**config.mk**
```make
export PLATFORM = sky130hd
export DESIGN_NAME = gtd_top
export DESIGN_NICKNAME = d
export VERILOG_FILES = /design/src/rtl/gtd_pkg.sv /design/src/rtl/gtd_sync.sv /design/src/rtl/gtd_detect.sv /design/src/rtl/gtd_irq_merge.sv /design/src/rtl/gtd_top.sv
export SDC_FILE = /design/constraint.sdc
export NUM_CORES = 1
export LEC_CHECK = 0
export BUFFER_PORTS_ARGS = -buffer_cell sky130_fd_sc_hd__buf_4
export CORE_MARGIN = 5
export CORE_UTILIZATION = 65
export CTS_CLUSTER_DIAMETER = 60
export DETAILED_ROUTE_END_ITERATION = 8
export PLACE_DENSITY_LB_ADDON = 0.3
export SLEW_MARGIN = 25
export SYNTH_ARGS = -nofsm -noshare
export SYNTH_HDL_FRONTEND = slang
export SYNTH_SLANG_ARGS = --single-unit
export TNS_END_PERCENT = 5
```
**constraint.sdc**
```tcl
create_clock -name clk_i -period 2.7 [get_ports clk_i]
set_input_delay 0.135 -clock clk_i [delete_from_list [all_inputs] [get_ports clk_i]]
set_output_delay 0.135 -clock clk_i [all_outputs]
set_load 0.005 [all_outputs]
```
**src/rtl/gtd_pkg.sv**
```systemverilog
package gtd_pkg;
    localparam int unsigned GTD_PINS_DFLT  = 32;
    localparam int unsigned GTD_GROUP_DFLT = 16;
    localparam int unsigned GTD_SYNC_DFLT  = 2;
    localparam int unsigned GTD_STRIDE_LG  = 4;

    typedef enum logic [2:0] {
        RI_IEN  = 3'd0,
        RI_PEND = 3'd1,
        RI_CHG  = 3'd2,
        RI_LVL  = 3'd3,
        RI_POL  = 3'd4,
        RI_WAKE = 3'd5
    } reg_idx_e;
endpackage

```
**src/rtl/gtd_sync.sv**
```systemverilog
module gtd_sync #(
    parameter int unsigned W      = 32,
    parameter int unsigned STAGES = 2
) (
    input  logic         clk_i,
    input  logic         rst_ni,
    input  logic [W-1:0] d_i,
    output logic [W-1:0] cur_o,
    output logic [W-1:0] prev_o
);
    // Stages 0..STAGES-1 synchronize the pins; stage STAGES holds the previous synchronized value.
    logic [W-1:0] stg_q [STAGES+1];

    for (genvar s = 0; s <= STAGES; s++) begin : g_stage
        logic [W-1:0] src;
        if (s == 0) begin : g_first
            assign src = d_i;
        end else begin : g_next
            assign src = stg_q[s-1];
        end
        always_ff @(posedge clk_i or negedge rst_ni) begin
            if (!rst_ni) stg_q[s] <= '0;
            else         stg_q[s] <= src;
        end
    end

    assign cur_o  = stg_q[STAGES-1];
    assign prev_o = stg_q[STAGES];
endmodule

```
**src/rtl/gtd_detect.sv**
```systemverilog
module gtd_detect #(
    parameter int unsigned W = 32
) (
    input  logic [W-1:0] cur_i,
    input  logic [W-1:0] prev_i,
    input  logic [W-1:0] lvl_i,
    input  logic [W-1:0] chg_i,
    input  logic [W-1:0] pol_i,
    output logic [W-1:0] evt_o
);
    for (genvar p = 0; p < W; p++) begin : g_pin
        logic rise, fall;
        assign rise = cur_i[p] & ~prev_i[p];
        assign fall = ~cur_i[p] & prev_i[p];
        always_comb begin
            if (lvl_i[p])      evt_o[p] = ~(cur_i[p] ^ pol_i[p]);
            else if (chg_i[p]) evt_o[p] = rise | fall;
            else if (pol_i[p]) evt_o[p] = rise;
            else               evt_o[p] = fall;
        end
    end
endmodule

```
**src/rtl/gtd_irq_merge.sv**
```systemverilog
module gtd_irq_merge #(
    parameter int unsigned W     = 32,
    parameter int unsigned GROUP = 16,
    localparam int unsigned NGRP = W / GROUP
) (
    input  logic [W-1:0]    pend_i,
    input  logic [W-1:0]    ien_i,
    input  logic [W-1:0]    wen_i,
    output logic [NGRP-1:0] irq_o,
    output logic            wake_o
);
    logic [W-1:0] live;
    assign live = pend_i & ien_i;

    for (genvar g = 0; g < NGRP; g++) begin : g_grp
        assign irq_o[g] = |live[g*GROUP +: GROUP];
    end

    assign wake_o = |(pend_i & wen_i);
endmodule

```
**src/rtl/gtd_top.sv**
```systemverilog
module gtd_top
    import gtd_pkg::*;
#(
    parameter int unsigned NPINS  = GTD_PINS_DFLT,
    parameter int unsigned GROUP  = GTD_GROUP_DFLT,
    parameter int unsigned SYNC_N = GTD_SYNC_DFLT,
    parameter int unsigned ADDR_W = 7,
    localparam int unsigned NGRP  = NPINS / GROUP,
    localparam int unsigned IDX_W = ADDR_W - GTD_STRIDE_LG
) (
    input  logic              clk_i,
    input  logic              rst_ni,
    input  logic [NPINS-1:0]  pin_i,
    input  logic              bus_en_i,
    input  logic              bus_wr_i,
    input  logic [ADDR_W-1:0] bus_addr_i,
    input  logic [NPINS-1:0]  bus_wdata_i,
    output logic [NPINS-1:0]  bus_rdata_o,
    output logic [NGRP-1:0]   irq_o,
    output logic              wake_o
);
    typedef struct packed {
        logic [NPINS-1:0] ien;
        logic [NPINS-1:0] pend;
        logic [NPINS-1:0] chg;
        logic [NPINS-1:0] lvl;
        logic [NPINS-1:0] pol;
        logic [NPINS-1:0] wen;
    } regs_t;

    regs_t regs_d, regs_q;

    logic [NPINS-1:0] cur, prev, evt, clr;
    logic [NPINS-1:0] pend_q, ien_q, wen_q;
    logic [IDX_W-1:0] idx;
    logic             hit, wr, rd;

    assign idx = bus_addr_i[ADDR_W-1:GTD_STRIDE_LG];
    assign hit = bus_en_i && (bus_addr_i[GTD_STRIDE_LG-1:0] == '0);
    assign wr  = hit && bus_wr_i;
    assign rd  = hit && !bus_wr_i;

    gtd_sync #(.W(NPINS), .STAGES(SYNC_N)) u_sync (
        .clk_i  (clk_i),
        .rst_ni (rst_ni),
        .d_i    (pin_i),
        .cur_o  (cur),
        .prev_o (prev)
    );

    gtd_detect #(.W(NPINS)) u_det (
        .cur_i  (cur),
        .prev_i (prev),
        .lvl_i  (regs_q.lvl),
        .chg_i  (regs_q.chg),
        .pol_i  (regs_q.pol),
        .evt_o  (evt)
    );

    always_comb begin
        regs_d = regs_q;
        clr    = '0;
        if (wr) begin
            case (idx)
                IDX_W'(RI_IEN):  regs_d.ien = bus_wdata_i;
                IDX_W'(RI_PEND): clr        = bus_wdata_i;
                IDX_W'(RI_CHG):  regs_d.chg = bus_wdata_i;
                IDX_W'(RI_LVL):  regs_d.lvl = bus_wdata_i;
                IDX_W'(RI_POL):  regs_d.pol = bus_wdata_i;
                IDX_W'(RI_WAKE): regs_d.wen = bus_wdata_i;
                default: ;
            endcase
        end
        // A fresh event outranks a clear of the same bit.
        regs_d.pend = (regs_q.pend & ~clr) | evt;
    end

    always_ff @(posedge clk_i or negedge rst_ni) begin
        if (!rst_ni) regs_q <= '0;
        else         regs_q <= regs_d;
    end

    always_comb begin
        bus_rdata_o = '0;
        if (rd) begin
            case (idx)
                IDX_W'(RI_IEN):  bus_rdata_o = regs_q.ien;
                IDX_W'(RI_PEND): bus_rdata_o = regs_q.pend;
                IDX_W'(RI_CHG):  bus_rdata_o = regs_q.chg;
                IDX_W'(RI_LVL):  bus_rdata_o = regs_q.lvl;
                IDX_W'(RI_POL):  bus_rdata_o = regs_q.pol;
                IDX_W'(RI_WAKE): bus_rdata_o = regs_q.wen;
                default:         bus_rdata_o = '0;
            endcase
        end
    end

    assign pend_q = regs_q.pend;
    assign ien_q  = regs_q.ien;
    assign wen_q  = regs_q.wen;

    gtd_irq_merge #(.W(NPINS), .GROUP(GROUP)) u_irq (
        .pend_i (pend_q),
        .ien_i  (ien_q),
        .wen_i  (wen_q),
        .irq_o  (irq_o),
        .wake_o (wake_o)
    );
endmodule

```
==> impl_metrics.json <==
{
  "worst_ep_arrival_time_ns": 2.27,
  "switching_share_pct": 23.77,
  "postCtsSetupBuffers": 0,
  "crit_type": "flip-flop to output pin",
  "cts.sinks": 288,
  "grt_start_max_net_pins": 92,
  "ant_nets": 0,
  "start_kind": "flip-flop",
  "maxSlewHeadroom_pct": 51.28,
  "cts_htree_levels": 1,
  "yosysTopAreaCellShare_pct": 51.53,
  "path_buf_inv": 1,
  "final_cell_mix": "dfrtp_1 (288), mux2_2 (211), buf_4 (131)",
  "synthesis.area_um2": 13990,
  "port_buffers": 109,
  "end_kind": "output pin",
  "synth_mux_area_share_pct": 20.53,
  "p_leak_nw": 8.243,
  "seq_area_frac_synth_pct": 51.53,
  "hold_class": "input pin to asynchronous set/reset pin",
  "combPwrFrac_pct": 10.0,
  "synth_edf_count": 0,
  "seqPwrFrac_pct": 47.1,
  "synth_compound_area_share_pct": 14.42,
  "fin_ws_ns": 0.2901,
  "num_io_pins": 110,
  "fp.dieW_um": 156.7,
  "fin_crit_ns": 2.410,
  "via_count": 9932,
  "cts_buffers": 30,
  "cpMaxStageDelayCell": "or4_1",
  "routed_via_density": 6.286,
  "crit_required_ns": 2.57,
  "nets": 1421,
  "layout_commonest_cell": "dfrtp_1",
  "synthAdderAreaFrac_pct": 5.725,
  "antenna-diode-count": 0,
  "grt_pass1_vias": 10430,
  "grt_pass1_wl_mm": 56.61,
  "clkPwrFrac_pct": 42.9,
  "status": "finished clean",
  "cts_tree": "done",
  "setup_tns_ns": 0,
  "critPathMaxFanout": 4,
  "synth_seq_cells": 288,
  "clk_pin_slew_ns": 0.06,
  "setup-violations-final": 0,
  "synth.area.top_cells": "dfrtp_1 (52%), mux2_2 (17%), ha_1 (5.7%), a21oi_1 (2.6%), mux2i_1 (2.6%)",
  "drv_cap": 0,
  "totalWireLength_mm": 35.04,
  "ys_warn_count": 0,
  "synth_xor_area_share_pct": 2.004,
  "cts-root-buf": "clkbuf_16",
  "rsz0062_at_grt": "no",
  "drc": 0,
  "drtIter0Drc": 712,
  "gp_congestion": 0.8603,
  "powerDensity_nw_per_um2": 592.5,
  "fp.dieArea_um2": 24550,
  "fin_crit_sh_pct": 89.25,
  "critPathMaxStageDelay_ns": 0.64,
  "ys_types": 34,
  "power.internal_mw": 7.598,
  "ys.flop_type": "dfrtp_1",
  "die_h_um": 156.7,
  "max_freq_ghz": 0.4150,
  "peakVddDrop_mv": 0.6695,
  "p_switching_mw": 2.369,
  "clk_latency_ns": 0.56,
  "yosys.area_share.simple_pct": 1.181,
  "core_area_um2": 21090,
  "fin_skew_ns": 0.01054,
  "start_util_pct": 66.33,
  "async_flop_share_pct": 100.0,
  "syn_to_final_growth_pct": 20.28,
  "post-place-ws_ns": 0.7117,
  "worstMarginPinSlew_ns": 0.7308,
  "dr.pass1.iters": 5,
  "yosysTopAreaCell": "dfrtp_1",
  "syn_area_per_cell_um2": 12.68,
  "wl_per_cell_um": 22.18,
  "synth_top_family_by_area": "multiplexers",
  "maxSlewViolCount": 0,
  "dp_hpwl_mm": 22.72,
  "drive_gt1_share_pct": 30.73,
  "antenna_found_initial": 0,
  "syn_nets": 1242,
  "grtUsageTotal_pct": 29.00,
  "core.rowCount": 53,
  "globalRouteOverflowTotal": 0,
  "clk_path_buf_depth": 3,
  "hold_violations": 0,
  "crit_family": "simple AND/OR/NAND/NOR gates",
  "netlist_instances": 1103,
  "worstPathCellList": "a22oi_1 > nand4_1 > or4_1 > buf_4"
}
## cell families (layout without fill, tap and decap cells)
family                     after synthesis  after routing
AOI/OAI and AO/OA                      287            287
xor gates and xnor gates                32             32
adders and majority gates               64             64
buffers and inverters                  152            354
DFF                                    288            288
muxes                                  256            256
and+or+nand+nor                         24             24
## worst paths after layout
path,start,endpoint,slack [ns],depth (start not counted)
setup / recovery,pend_q[20],wake_o,0.29,4
hold / removal,rst_ni,regs_q[93],0.19,2
setup reg to reg,u_sync.cur_o[18],pend_q[18],1.28,5
hold reg to reg,u_sync.g_stage[1].src[24],u_sync.cur_o[24],0.34,0
max in group asynchronous,rst_ni,u_sync.cur_o[20],1.65,3
min in group clk_i,pin_i[13],u_sync.g_stage[1].src[13],0.22,2
## what timing repair did
action	4_1_cts	5_1_grt
resized for setup	0	0
endpoints found under the hold margin	308	0
hold buffers	65	0
## registers in the layout, indices dropped and copies added, names as in the netlist
signal	cells
u_sync.cur_o	32
ien_q	32
regs_q	96
u_sync.prev_o	32
u_sync.g_stage.src	32
wen_q	32
pend_q	32
## power by group through the flow
stage	combinational [mW]	clock [mW]	sequential, mW
5_1_grt	1.10	4.52	4.71
3_3_place_gp	0.867	0	4.75
4_1_cts	0.995	4.31	4.69
2_1_floorplan	0.536	0	4.70
3_5_place_dp	0.907	0	4.76
6_report	0.999	4.27	4.70
## layer usage
metal  track usage [%]  part of all wire, %  wire, um
met1             39.38                   42     14550
met2             48.63                   49     17270
met3             4.314                  6.2      2173
met4             9.050                  3.0      1054
met5            0.1984                    0         0
## metrics by stage
step	cells	utilization (%)	instance area (um2)	power, mW	hold WS, ns
2_1_floorplan	1103	-	13990	5.235	-0.1606
3_3_place_gp	1460	71.76	15130	5.618	0.1979
3_5_place_dp	1460	71.76	15130	5.670	0.2078
4_1_cts	1580	79.78	16820	9.997	0.2029
5_1_grt	1580	79.78	16820	10.33	0.2149
6_report	1580	79.78	16820	9.967	0.1922
## Yosys cell counts (2+ instances only)
master and count:
nand4_1 8, o211ai_1 32, clkinv_1 2, inv_1 96
a2bb2oi_1 32, nor2_1 5, o21ai_0 32, a32oi_1 6
buf_1 4, a221oi_1 16, clkbuf_1 14, a211oi_1 8
nor2b_1 3, a22o_1 8, mux2i_1 36, mux4_2 3
ha_1 64, and4_1 2, mux2_2 211, a211o_1 36
buf_4 12, and4b_1 2, xnor2_1 32, buf_2 20
a22oi_1 27, dfrtp_1 288, mux2_1 6, a21oi_1 72
a21boi_0 18, clkbuf_2 4
## cell type report
| type | count | area (um2) |
|---|---|---|
| sequential | 288 | 7207 |
| clock buffer | 44 | 893.4 |
| timing repair buffer | 201 | 1729 |
| multi-input combinational | 663 | 6135 |
| inverter | 98 | 367.9 |
| fill | 1246 | 4264 |
| tap | 275 | 344.1 |
| clock inverter | 11 | 147.6 |
Note: power is estimated with default switching activity, not from simulation.
